==> config.mk <==
export PLATFORM = sky130hd
export DESIGN_NAME = tdm_tsi_core
export DESIGN_NICKNAME = d
export VERILOG_FILES = /design/src/rtl/tdm_tsi_pkg.sv /design/src/rtl/tsi_slot_timer.sv /design/src/rtl/tsi_conn_map.sv /design/src/rtl/tsi_frame_store.sv /design/src/rtl/tdm_tsi_core.sv
export SDC_FILE = /design/constraint.sdc
export NUM_CORES = 1
export LEC_CHECK = 0
export ABC_AREA = 1
export CAP_MARGIN = 30
export CORE_MARGIN = 3
export CORE_UTILIZATION = 40
export DETAILED_ROUTE_END_ITERATION = 7
export PLACE_DENSITY = 0.55
export SETUP_SLACK_MARGIN = 0.2
export SLEW_MARGIN = 20
export SYNTH_ARGS = -nofsm -noshare
export SYNTH_HDL_FRONTEND = slang
export SYNTH_SLANG_ARGS = --single-unit
==> constraint.sdc <==
create_clock -name clk -period 5.5 [get_ports clk]
set_input_delay 1.65 -clock clk [delete_from_list [all_inputs] [get_ports clk]]
set_output_delay 1.65 -clock clk [all_outputs]
set_load 0.01 [all_outputs]
==> src/rtl/tdm_tsi_pkg.sv <==
package tdm_tsi_pkg;

    typedef enum logic {
        MODE_VARIABLE = 1'b0,
        MODE_CONSTANT = 1'b1
    } tsi_mode_e;

    // Frame banks used by the constant-delay path: write, hold, read.
    localparam int unsigned NUM_BANKS = 3;

    // Slots between the map lookup and the slot whose byte it selects.
    localparam int unsigned PIPE_LEAD = 3;

    typedef logic [1:0] bank_t;

    typedef struct packed {
        logic      frame_begin;
        logic      map_load;
        tsi_mode_e mode;
        bank_t     wr_bank;
        bank_t     rd_bank;
    } tsi_ctl_t;

    // Modulo-3 step of a bank index by 0..2 positions.
    function automatic bank_t bank_advance(input bank_t b, input int unsigned by);
        int unsigned s;
        s = 32'(b) + by;
        if (s >= NUM_BANKS) s = s - NUM_BANKS;
        if (s >= NUM_BANKS) s = s - NUM_BANKS;
        return bank_t'(s);
    endfunction

endpackage

==> src/rtl/tsi_slot_timer.sv <==
module tsi_slot_timer
    import tdm_tsi_pkg::*;
#(
    parameter int unsigned SLOTS = 32,
    parameter int unsigned SW    = $clog2(SLOTS)
) (
    input  logic          clk,
    input  logic          rst,
    input  logic          frame_start,
    input  logic          const_mode,
    output logic [SW-1:0] slot,
    output tsi_ctl_t      ctl
);

    localparam logic [SW-1:0] LAST     = SW'(SLOTS - 1);
    localparam logic [SW-1:0] LOAD_AT  = SW'(SLOTS - 4);
    localparam logic [SW-1:0] NEAR_END = SW'(SLOTS - 2);

    logic [SW-1:0] slot_q;
    logic [SW-1:0] cur;
    logic          begin_f;
    tsi_mode_e     mode_q, mode_cur;
    bank_t         rot_q, rot_cur;

    always_comb begin
        cur      = frame_start ? '0 : slot_q;
        begin_f  = (cur == '0);
        mode_cur = begin_f ? (const_mode ? MODE_CONSTANT : MODE_VARIABLE) : mode_q;
        rot_cur  = begin_f ? bank_advance(rot_q, 1) : rot_q;

        ctl.frame_begin = begin_f;
        ctl.map_load    = (cur == LOAD_AT);
        ctl.mode        = mode_cur;
        if (mode_cur == MODE_CONSTANT) begin
            ctl.wr_bank = rot_cur;
            // The read in this cycle feeds output slot cur+2; near the
            // frame end that slot belongs to the next frame.
            ctl.rd_bank = (cur >= NEAR_END) ? bank_advance(rot_cur, 2)
                                            : bank_advance(rot_cur, 1);
        end else begin
            ctl.wr_bank = '0;
            ctl.rd_bank = '0;
        end
    end

    always_ff @(posedge clk) begin
        if (rst) begin
            slot_q <= '0;
            mode_q <= MODE_VARIABLE;
            rot_q  <= '0;
        end else begin
            slot_q <= (cur == LAST) ? '0 : cur + 1'b1;
            mode_q <= mode_cur;
            rot_q  <= rot_cur;
        end
    end

    assign slot = cur;

    // the slot number steps by one unless a frame start re-aligns it
    a_r1_slot_step: assert property (@(posedge clk) disable iff (rst)
        (slot != LAST) |=> (frame_start || slot == SW'($past(slot) + 1'b1)));

    // the last slot of a frame is always followed by slot 0
    a_r1_slot_wrap: assert property (@(posedge clk) disable iff (rst)
        (slot == LAST) |=> (slot == '0));

    // the latched mode only changes in a slot-0 cycle
    a_r7_mode_hold: assert property (@(posedge clk) disable iff (rst)
        1'b1 |=> (ctl.frame_begin || ctl.mode == $past(ctl.mode)));

    // in constant mode the bank being filled is never the one being read
    a_r3_bank_apart: assert property (@(posedge clk) disable iff (rst)
        (ctl.mode == MODE_CONSTANT) |-> (ctl.wr_bank != ctl.rd_bank));

endmodule

==> src/rtl/tsi_conn_map.sv <==
module tsi_conn_map #(
    parameter int unsigned SLOTS = 32,
    parameter int unsigned SW    = $clog2(SLOTS)
) (
    input  logic          clk,
    input  logic          rst,
    input  logic          wr_en,
    input  logic [SW-1:0] wr_slot,
    input  logic [SW-1:0] wr_src,
    input  logic          load,
    input  logic [SW-1:0] look_slot,
    output logic [SW-1:0] look_src
);

    logic [SLOTS-1:0][SW-1:0] shadow_q;
    logic [SLOTS-1:0][SW-1:0] active_q;
    logic [SW-1:0]            look_q;

    always_ff @(posedge clk) begin
        if (rst) begin
            shadow_q <= '0;
            active_q <= '0;
            look_q   <= '0;
        end else begin
            for (int i = 0; i < int'(SLOTS); i++) begin
                if (wr_en && wr_slot == SW'(i)) shadow_q[i] <= wr_src;
                if (load) active_q[i] <= shadow_q[i];
            end
            look_q <= active_q[look_slot];
        end
    end

    assign look_src = look_q;

    // the active map changes only on the once-per-frame load
    a_r6_map_hold: assert property (@(posedge clk) disable iff (rst)
        !load |=> $stable(active_q));

endmodule

==> src/rtl/tsi_frame_store.sv <==
module tsi_frame_store
    import tdm_tsi_pkg::*;
#(
    parameter int unsigned SLOTS = 32,
    parameter int unsigned SW    = $clog2(SLOTS),
    parameter int unsigned DW    = 8
) (
    input  logic          clk,
    input  bank_t         wr_bank,
    input  logic [SW-1:0] wr_slot,
    input  logic [DW-1:0] wr_data,
    input  bank_t         rd_bank,
    input  logic [SW-1:0] rd_slot,
    output logic [DW-1:0] rd_data
);

    logic [NUM_BANKS-1:0][DW-1:0] bank_out;
    logic [DW-1:0]                rd_q;

    for (genvar b = 0; b < int'(NUM_BANKS); b++) begin : g_bank
        logic [DW-1:0] cells [SLOTS];

        always_ff @(posedge clk) begin
            if (wr_bank == bank_t'(b)) cells[wr_slot] <= wr_data;
        end

        assign bank_out[b] = cells[rd_slot];
    end

    always_ff @(posedge clk) begin
        rd_q <= '0;
        for (int b = 0; b < int'(NUM_BANKS); b++) begin
            if (rd_bank == bank_t'(b)) rd_q <= bank_out[b];
        end
    end

    assign rd_data = rd_q;

endmodule

==> src/rtl/tdm_tsi_core.sv <==
module tdm_tsi_core
    import tdm_tsi_pkg::*;
#(
    parameter int unsigned SLOTS = 32,
    parameter int unsigned DW    = 8,
    parameter int unsigned SW    = $clog2(SLOTS)
) (
    input  logic          clk,
    input  logic          rst,
    input  logic          frame_start,
    input  logic          const_mode,
    input  logic [DW-1:0] rx_data,
    input  logic          map_wr_en,
    input  logic [SW-1:0] map_wr_slot,
    input  logic [SW-1:0] map_wr_src,
    output logic [SW-1:0] slot_num,
    output logic [DW-1:0] tx_data
);

    localparam logic [SW:0] LEAD_W  = (SW+1)'(PIPE_LEAD);
    localparam logic [SW:0] SLOTS_W = (SW+1)'(SLOTS);

    tsi_ctl_t      ctl;
    logic [SW:0]   look_sum;
    logic [SW-1:0] look_slot;
    logic [SW-1:0] src_slot;
    logic [DW-1:0] rd_data;
    logic [DW-1:0] tx_q;

    tsi_slot_timer #(.SLOTS(SLOTS), .SW(SW)) u_timer (
        .clk         (clk),
        .rst         (rst),
        .frame_start (frame_start),
        .const_mode  (const_mode),
        .slot        (slot_num),
        .ctl         (ctl)
    );

    // Look up the map PIPE_LEAD slots ahead of the slot being emitted.
    always_comb begin
        look_sum  = {1'b0, slot_num} + LEAD_W;
        look_slot = (look_sum >= SLOTS_W) ? SW'(look_sum - SLOTS_W) : SW'(look_sum);
    end

    tsi_conn_map #(.SLOTS(SLOTS), .SW(SW)) u_map (
        .clk       (clk),
        .rst       (rst),
        .wr_en     (map_wr_en),
        .wr_slot   (map_wr_slot),
        .wr_src    (map_wr_src),
        .load      (ctl.map_load),
        .look_slot (look_slot),
        .look_src  (src_slot)
    );

    tsi_frame_store #(.SLOTS(SLOTS), .SW(SW), .DW(DW)) u_store (
        .clk     (clk),
        .wr_bank (ctl.wr_bank),
        .wr_slot (slot_num),
        .wr_data (rx_data),
        .rd_bank (ctl.rd_bank),
        .rd_slot (src_slot),
        .rd_data (rd_data)
    );

    always_ff @(posedge clk) begin
        if (rst) tx_q <= '0;
        else     tx_q <= rd_data;
    end

    assign tx_data = tx_q;

    // a frame-start cycle always carries slot number 0
    a_r1_frame_align: assert property (@(posedge clk) disable iff (rst)
        frame_start |-> (slot_num == '0 && ctl.frame_begin));

endmodule

==> metrics.txt <==
status completed; DP HPWL 70.9 mm; ANT cells 0; Post-CTS Setup Bufs 0; crit-path max FO 11; CP Buf/Inv Count 4; grt met1 use 0.279; post-place setup slack 474 ps; min Tclk post-route 5020 ps; fillcell total 10500; flops & latches, synth around 1100; num rows 122; worst skew pair latency a little under 700 ps; die width 343 um; Max VDD drop 263 uV; fmax around 200 MHz; CTS resizes 0; leading area contributor after synthesis edfxtp_1; final cell count without fillers ~6000; Worst Hold Endpoint u_map.active_q[11]; Worst R2R Setup Slack 2260 ps; RSZ-0062 raised after global routing no; Hold Vio Cnt, Final 0; Crit path largest cell delay 580 ps; CP cell instances clkdlybuf4s50_1 -> inv_2 -> nand2_4 -> inv_2 -> clkdlybuf4s50_1; Die Y-Extent approximately 340 um; Worst-Margin Slew approximately 940 ps; Clk pwr share 0.423; Syn Nets 4635; number of library cell types mapped by synthesis 32; Worst R2R Path Depth 11; Yosys top cell area share 0.509; Synth async-reset ratio 0; WL final 121 mm; switch share 0.238; # port buffers 35; CTS Buf Count 115; Initial Util 0.406; overall power 18.5 mW; Fin Clk Skew 24.4 ps; Area after DPL 0.0472 sq mm; CP arrival 3370 ps; Reg area 0.0301 sq mm; met2 global-route usage 0.335; nets 4596; Power Internal 14.1 mW; post-synthesis instance area 0.0453 sq mm; Post-Syn Instances 4605; Most used DFF post-synth edfxtp_1; # IOs 36; CTS tree done; area of the multi-input gates 0.0131 sq mm; EDFF count, synth 768; initial DRC count 2841; Top delay family on crit path buffers and inverters; gpl congestion roughly 0.81; Max-slew headroom 0.374; GR Util met3 0.0326; Vias/cell approximately 5.2; setup ws final ~480 ps; Worst setup EP type output port; H-tree depth 3; aggregate global-route resource usage 0.204; clock sinks 1117; final instance area 0.0511 sq mm; # DRC 0; Worst Hold Class reg -> reg; final count of pins violating max slew 0; Cell Count Post-Placement slightly below 6000; Reg2Reg Launch Point u_timer.slot_q[1]; setup tns final 0 ps; Final Util 0.458; FF-to-FF End u_store.g_bank[2].cells[5][3]; Post-Syn Area per Cell 9.84 sq um; WHS 445 ps; Cell Pwr Density around 360 mW/mm^2; Hold Path Origin u_map.shadow_q[11]; CTS root buffer clkbuf_16; Leak 18.0 nW; routed len/inst between 15 and 20 um; P_sw 4.42 mW; gr ovfl total 0; vias 31900; die footprint 0.117 sq mm; startpoint types input port; Max Cap Viol 0; Tcrit/Tclk final 0.913; class of the most critical setup path in -> out; hold depth 2; largest net degree at the start of global routing 202; initial antenna violation count 0; cts hold-fix bufs 0; Area contributors post-synth edfxtp_1, dfxtp_1, nand2_1; iteration count of the initial detailed-routing pass 5; area grow syn2layout 12.8%; CORE AREA 0.112 sq mm; Reg clk slew, reported paths around 60 ps; final setup fails 0; Seq pwr share 0.491; Most Used Layer, Global Route met2; CTS Buffer Depth 3; combinational power share 0.086; first-pass GRT wire length 184 mm; post-synthesis sequential area ratio 0.663; Syn. warnings 0; vias in the first global route 30100; layout cells sized above 1 0.0725; antenna viol nets, final 0; slowest CP cell clkdlybuf4s50_1; Worst EP required 3850 ps
registers in the layout (all words and copies together), names as in the netlist, named ones only:
signal and count:
u_map.shadow_q 160, u_map.active_q 160, u_timer.rot_q 2, u_timer.slot_q 5
u_timer.mode_q 1, u_store.g_bank.cells 768, tx_data 8, u_store.rd_data 8
cell usage after synthesis, types with 2 or more instances:
cell type / number
a21oi_1: 325
buf_1: 25
buf_2: 113
buf_4: 6
clkbuf_1: 165
clkinv_1: 2
dfxtp_1: 349
edfxtp_1: 768
ha_1: 7
inv_1: 214
inv_2: 9
nand2_1: 787
nand2_2: 6
nand2_4: 2
nand3_1: 566
nand4_1: 5
nor2_1: 717
nor2_4: 2
o211ai_1: 20
o21ai_0: 476
o21ai_1: 29
o21ai_2: 2
final cells by class:
| type | count | share of cell area |
|---|---|---|
| inverter | 226 | 0.0170 |
| tap | 1488 | 0.0364 |
| sequential | 1117 | 0.588 |
| clock inverter | 49 | 0.00967 |
| multi-input combinational | 2952 | 0.257 |
| timing repair buffer | 154 | 0.0271 |
| clock buffer | 167 | 0.0650 |
power by group through the flow:
stage          logic [mW]  registers (mW)  clock network [mW]
5_1_grt              1.76            9.10                8.34
4_1_cts              1.60            9.10                8.00
3_5_place_dp         1.59            9.28                   0
2_1_floorplan       0.964            9.26                   0
6_report             1.59            9.10                7.85
3_3_place_gp         1.59            9.28                   0
layout by cell type (no fill, tap or decap), types with 2 or more instances in the layout:
cell / instances
o21ai_0: 476
nand2_1: 787
buf_16: 2
nand3_1: 566
o211ai_1: 20
nor2_1: 716
inv_6: 3
inv_2: 8
edfxtp_1: 768
buf_12: 10
o21ai_2: 2
nand2_4: 3
clkbuf_1: 29
clkinv_1: 15
inv_1: 211
clkinvlp_4: 2
ha_1: 7
o21ai_1: 29
nand2_2: 4
dfxtp_1: 345
clkbuf_8: 21
nor2_4: 3
a21oi_1: 325
clkinv_2: 21
clkdlybuf4s50_1: 26
inv_4: 3
nand4_1: 5
buf_4: 116
dfxtp_4: 3
clkbuf_16: 117
bufinv_16: 10
worst reg2reg max path, stage by stage, from the launching register on:
cell and delay [ps]:
dfxtp_1 530, inv_1 80, nor2_1 130, inv_1 110
ha_1 360, buf_4 260, nand4_1 120, nand2_2 110
nor2_1 170, nand2_1 70, buf_4 290, nor2_1 670
kinds of logic after synthesis:
group                    share of synthesized area
adder cells (fa/ha/maj)                    0.00193
flip-flops                                   0.663
buffers and inverters                       0.0482
AO/OA/AOI/OAI                               0.0959
AND/OR/NAND/NOR                              0.190
XOR/XNOR                                  0.000552
metal layers:
layer,vias up,wire length [um]
met5,-,0
met2,781,57600
met4,0,3240
met3,195,6120
li1,15600,-
met1,15300,54500
how the worst max path moves through the flow:
stage | startpoint | endpoint | slack (ps) | cells past startpoint
2_1_floorplan | frame_start | u_store.g_bank[1].cells[29][0] | 1440 | 11
3_3_place_gp | frame_start | slot_num[2] | 490 | 5
3_5_place_dp | frame_start | slot_num[0] | 470 | 5
4_1_cts | frame_start | slot_num[0] | 470 | 5
5_1_grt | frame_start | slot_num[2] | 400 | 5
6_report | frame_start | slot_num[2] | 480 | 5
Note: power is estimated with default switching activity, not from simulation.
